<file path="config.mk">
export PLATFORM = sky130hd
export DESIGN_NAME = serial_pattern_detect
export DESIGN_NICKNAME = d
export VERILOG_FILES = /design/src/rtl/spd_pkg.sv /design/src/rtl/spd_stage.sv /design/src/rtl/spd_match.sv /design/src/rtl/serial_pattern_detect.sv
export SDC_FILE = /design/constraint.sdc
export NUM_CORES = 1
export LEC_CHECK = 0
export CAP_MARGIN = 20
export CORE_AREA = 2 2 39 41
export DETAILED_ROUTE_END_ITERATION = 6
export DIE_AREA = 0 0 41 43
export PLACE_DENSITY = 0.44
export RECOVER_POWER = 50
export SYNTH_ARGS = -nofsm -noshare
export SYNTH_HDL_FRONTEND = slang
export SYNTH_SLANG_ARGS = --single-unit
</file>
<file path="constraint.sdc">
create_clock -name clk -period 1 [get_ports clk]
set_clock_uncertainty 0.1 [all_clocks]
set_input_delay 0.1 -clock clk [delete_from_list [all_inputs] [get_ports clk]]
set_output_delay 0.1 -clock clk [all_outputs]
set_load 0.1 [all_outputs]
</file>
<file path="src/rtl/spd_pkg.sv">
package spd_pkg;
  localparam int unsigned SPD_LEN = 4;
  // Register image, top stage (newest bit) first: oldest-first stream 0,1,0,0
  localparam logic [SPD_LEN-1:0] SPD_MATCH = 4'b0010;
  // Start state of the minimal machine: holds no prefix of the pattern
  localparam logic [SPD_LEN-1:0] SPD_START = 4'b1100;
endpackage

</file>
<file path="src/rtl/spd_stage.sv">
module spd_stage #(
  parameter logic RST_BIT = 1'b0
) (
  input  logic clk,
  input  logic rst,
  input  logic en,
  input  logic d,
  output logic q
);
  always_ff @(posedge clk) begin
    if (rst)     q <= RST_BIT;
    else if (en) q <= d;
  end
endmodule

</file>
<file path="src/rtl/spd_match.sv">
module spd_match #(
  parameter int unsigned     LEN     = 4,
  parameter logic [LEN-1:0]  PATTERN = '0
) (
  input  logic [LEN-1:0] state,
  input  logic           fresh,
  output logic           hit
);
  logic [LEN-1:0] eq;

  // Per-stage compare; the reduction below is the wide AND
  for (genvar i = 0; i < LEN; i++) begin : g_eq
    assign eq[i] = ~(state[i] ^ PATTERN[i]);
  end

  assign hit = fresh & (&eq);
endmodule

</file>
<file path="src/rtl/serial_pattern_detect.sv">
module serial_pattern_detect
  import spd_pkg::*;
#(
  parameter int unsigned    LEN       = SPD_LEN,
  parameter logic [LEN-1:0] PATTERN   = SPD_MATCH,
  parameter logic [LEN-1:0] RST_STATE = SPD_START
) (
  input  logic           clk,
  input  logic           rst,
  input  logic           bit_valid,
  input  logic           bit_in,
  output logic           detect,
  output logic [LEN-1:0] state_dbg
);
  localparam int unsigned TOP = LEN - 1;

  logic [LEN-1:0] state_q;
  logic [LEN-1:0] stage_d;
  logic           fresh_q;

  // Newest bit enters the top stage; each stage takes the one above it
  for (genvar i = 0; i < LEN; i++) begin : g_stage
    if (i == TOP) begin : g_head
      assign stage_d[i] = bit_in;
    end else begin : g_body
      assign stage_d[i] = state_q[i+1];
    end
    spd_stage #(.RST_BIT(RST_STATE[i])) u_stage (
      .clk (clk),
      .rst (rst),
      .en  (bit_valid),
      .d   (stage_d[i]),
      .q   (state_q[i])
    );
  end

  // Marks a cycle whose state was produced by an accepted bit
  always_ff @(posedge clk) begin
    if (rst) fresh_q <= 1'b0;
    else     fresh_q <= bit_valid;
  end

  spd_match #(.LEN(LEN), .PATTERN(PATTERN)) u_match (
    .state (state_q),
    .fresh (fresh_q),
    .hit   (detect)
  );

  assign state_dbg = state_q;
endmodule

</file>
==> Flow_metrics.wiki <==
{| class="wikitable"
! Metric !! Value
|-
| Number of instances in the synthesized netlist || 21
|-
| Initial antenna violation count || 0
|-
| Top-Level Pins || 9
|-
| Status || finished with violations
|-
| Area of the die || 1760 µm²
|-
| Antenna Violating Nets Remaining || 0
|-
| Total negative slack || -0.923 ns
|-
| Synth Area per Inst || 10.7 µm²
|-
| Most frequent cells in the layout || sky130_fd_sc_hd__buf_6 (6), sky130_fd_sc_hd__buf_12 (5), sky130_fd_sc_hd__dfxtp_2 (4), sky130_fd_sc_hd__buf_4 (4)
|-
| Start-to-end type of the worst setup path || reg -> out
|-
| Placeable core region || 1380 µm²
|-
| Drt drc || 0
|-
| Pins over their slew limit || 0
|-
| Ys Warns || 0
|-
| Highest Clock Rate || 0.785 GHz
|-
| Total standard cell area after synthesis || 224 µm²
|-
| Final non-filler cell area || 477 µm²
|-
| Count of state elements after synthesis || 5
|-
| Worst setup margin || -0.275 ns
|-
| Worst slew margin || 76.4%
|-
| Element type at the critical path start || flip-flop
|-
| Number of sinks on the clock net || 5
|-
| Required time at the worst-slack endpoint || 0.80 ns
|-
| DRT iter0 DRCs || 0
|-
| Part of the cycle the worst path needs || 127%
|-
| Per-cell routed wire length || 8.93 µm
|-
| Die Y-Extent || 43 µm
|-
| Total length of routed wires || 482 µm
|-
| Post-Syn Nets || 25
|-
| Worst EP arrival || 1.07 ns
|-
| Skew-Pair Late Insertion Delay || 0.24 ns
|-
| Worst min path class || in -> reg
|-
| Pwr/cell area || 1450 nW/µm²
|-
| Crit path max fanout || 2
|-
| Placement row count || 14
|-
| Leakage || 0.000206 µW
|-
| Cell variety after synth || 9
|-
| Area Growth Syn to Fin || 113%
|-
| Violations in the final reports || setup timing
|-
| Clock Root Buffer || sky130_fd_sc_hd__clkbuf_4
|-
| Number of diodes added for antenna fixing || 0
|-
| Wire length of the first global-routing pass || 814 µm
|-
| Global placer's final weighted congestion || 0.542
|-
| RSZ-0062 raised after global routing || yes
|-
| Endpoint class of the critical path || primary output
|-
| Number of nets in the final layout || 43
|-
| Ratio of cells with drive above 1 in the final layout || 68.4%
|-
| Maximum number of pins on one net before global-route repair || 8
|-
| Clock slew at reported path FFs || 0.04 ns
|-
| Effective utilization at floorplan || 16.2%
|-
| Maximum clock path buffer count || 2
|-
| Drt via density || 3.57
|-
| Number of max-capacitance violations reported || 0
|-
| Detailed-routing iteration count for the pre-antenna-repair pass || 1
|-
| Sequential share of the synthesized area || 44.7%
|-
| H-tree levels || 1
|-
| Via count || 193
|-
| Overall overflow remaining after global route || 0
|-
| Most frequent standard cell in the layout excluding fill and tap cells || sky130_fd_sc_hd__buf_6
|-
| Clock period minus worst slack || 1.27 ns
|-
| Area post-placement || 375 µm²
|-
| Die extent in x || 41 µm
|-
| # port buffers || 8
|-
| Slew @ Worst Pin || 0.354 ns
|-
| Total clock buffers created by CTS || 3
|-
| Largest voltage drop on the vdd net || 0.818 mV
|-
| TritonCTS clock tree || yes
|-
| Final number of hold-violating endpoints || 0
|-
| Final setup fails || 7
|-
| Vias in the first global route || 201
|-
| GRT Overall Usage || 7.52%
|}
## final cells by class
cell class	count	area, µm²
tap	16	20.0
clock buffer	4	26.3
multi-input combinational	11	98.8
fill	144	907
timing repair buffer	18	226
sequential	5	105
## flip-flops by register name (all words and copies together), names as in the netlist
signal and count:
fresh_q 1, g_stage.u_stage.q 4
## synth_stat cells, drive strengths merged
cell   number  area (µm²)
buf         5        41.3
dfxtp       5         100
nor2        3        11.3
nor2b       3        23.8
a211o       2        17.5
mux2i       2        20.0
and4b       1        10.0
## final timing paths
path / end / cells after the start / start / slack (ns)
worst max-delay path: detect / 3 / g_stage[2].u_stage.q / -0.27
worst min-delay path: fresh_q / 2 / bit_valid / 0.32
worst max register to register: g_stage[2].u_stage.q / 4 / g_stage[2].u_stage.q / -0.12
worst min register to register: g_stage[3].u_stage.q / 2 / g_stage[3].u_stage.q / 0.47
## what timing repair did
item                                   CTS  global route
endpoints found under the hold margin    0             0
hold buffers                             0             0
setup endpoints to repair                7             7
buffers inserted                         3             2
pin swaps                                0             2
resized for setup                        6             6
## per-layer routing
layer  vias up  part of all wire (%)  track usage, %
li1        100                     -               -
met1        80                    45            7.67
met2        11                    43            10.0
met3         2                   7.5            3.66
met4         0                   4.6            8.00
met5         -                     0               0
## per-stage QoR
stage	power, µW	hold WS [ns]	util [%]	std cells	setup slack, ns
after global routing	728	0.348	34.4	54	-0.308
after global placement	419	0.449	27.1	45	-0.234
after floorplan	350	0.0716	-	21	-0.0472
final	689	0.325	34.4	54	-0.275
after detailed placement	421	0.472	27.1	45	-0.266
after CTS	679	0.284	31.6	52	-0.282
## power breakdown
part | internal (µW) | total (µW) | switching [µW] | leakage [µW]
Clock | 151 | 232 | 81.5 | 0.0000150
Combinational | 111 | 233 | 122 | 0.000150
Sequential | 216 | 224 | 7.78 | 0.0000416
Total | 478 | 689 | 211 | 0.000206
## cell families (layout without fill, tap and decap cells)
| group | count (synthesis) | in the layout | share of synthesized area [%] |
|---|---|---|---|
| AOI/OAI and AO/OA | 2 | 2 | 7.82 |
| buffers and inverters | 5 | 22 | 18.4 |
| muxes | 2 | 2 | 8.94 |
| and+or+nand+nor | 7 | 7 | 20.1 |
| DFF | 5 | 5 | 44.7 |
## critical path, cell delays in order (launching register included)
cell	delay [ns]
sky130_fd_sc_hd__dfxtp_2	0.32
sky130_fd_sc_hd__nor2_1	0.10
sky130_fd_sc_hd__and4b_4	0.24
sky130_fd_sc_hd__buf_12	0.17
Note: power is estimated with default switching activity, not from simulation.
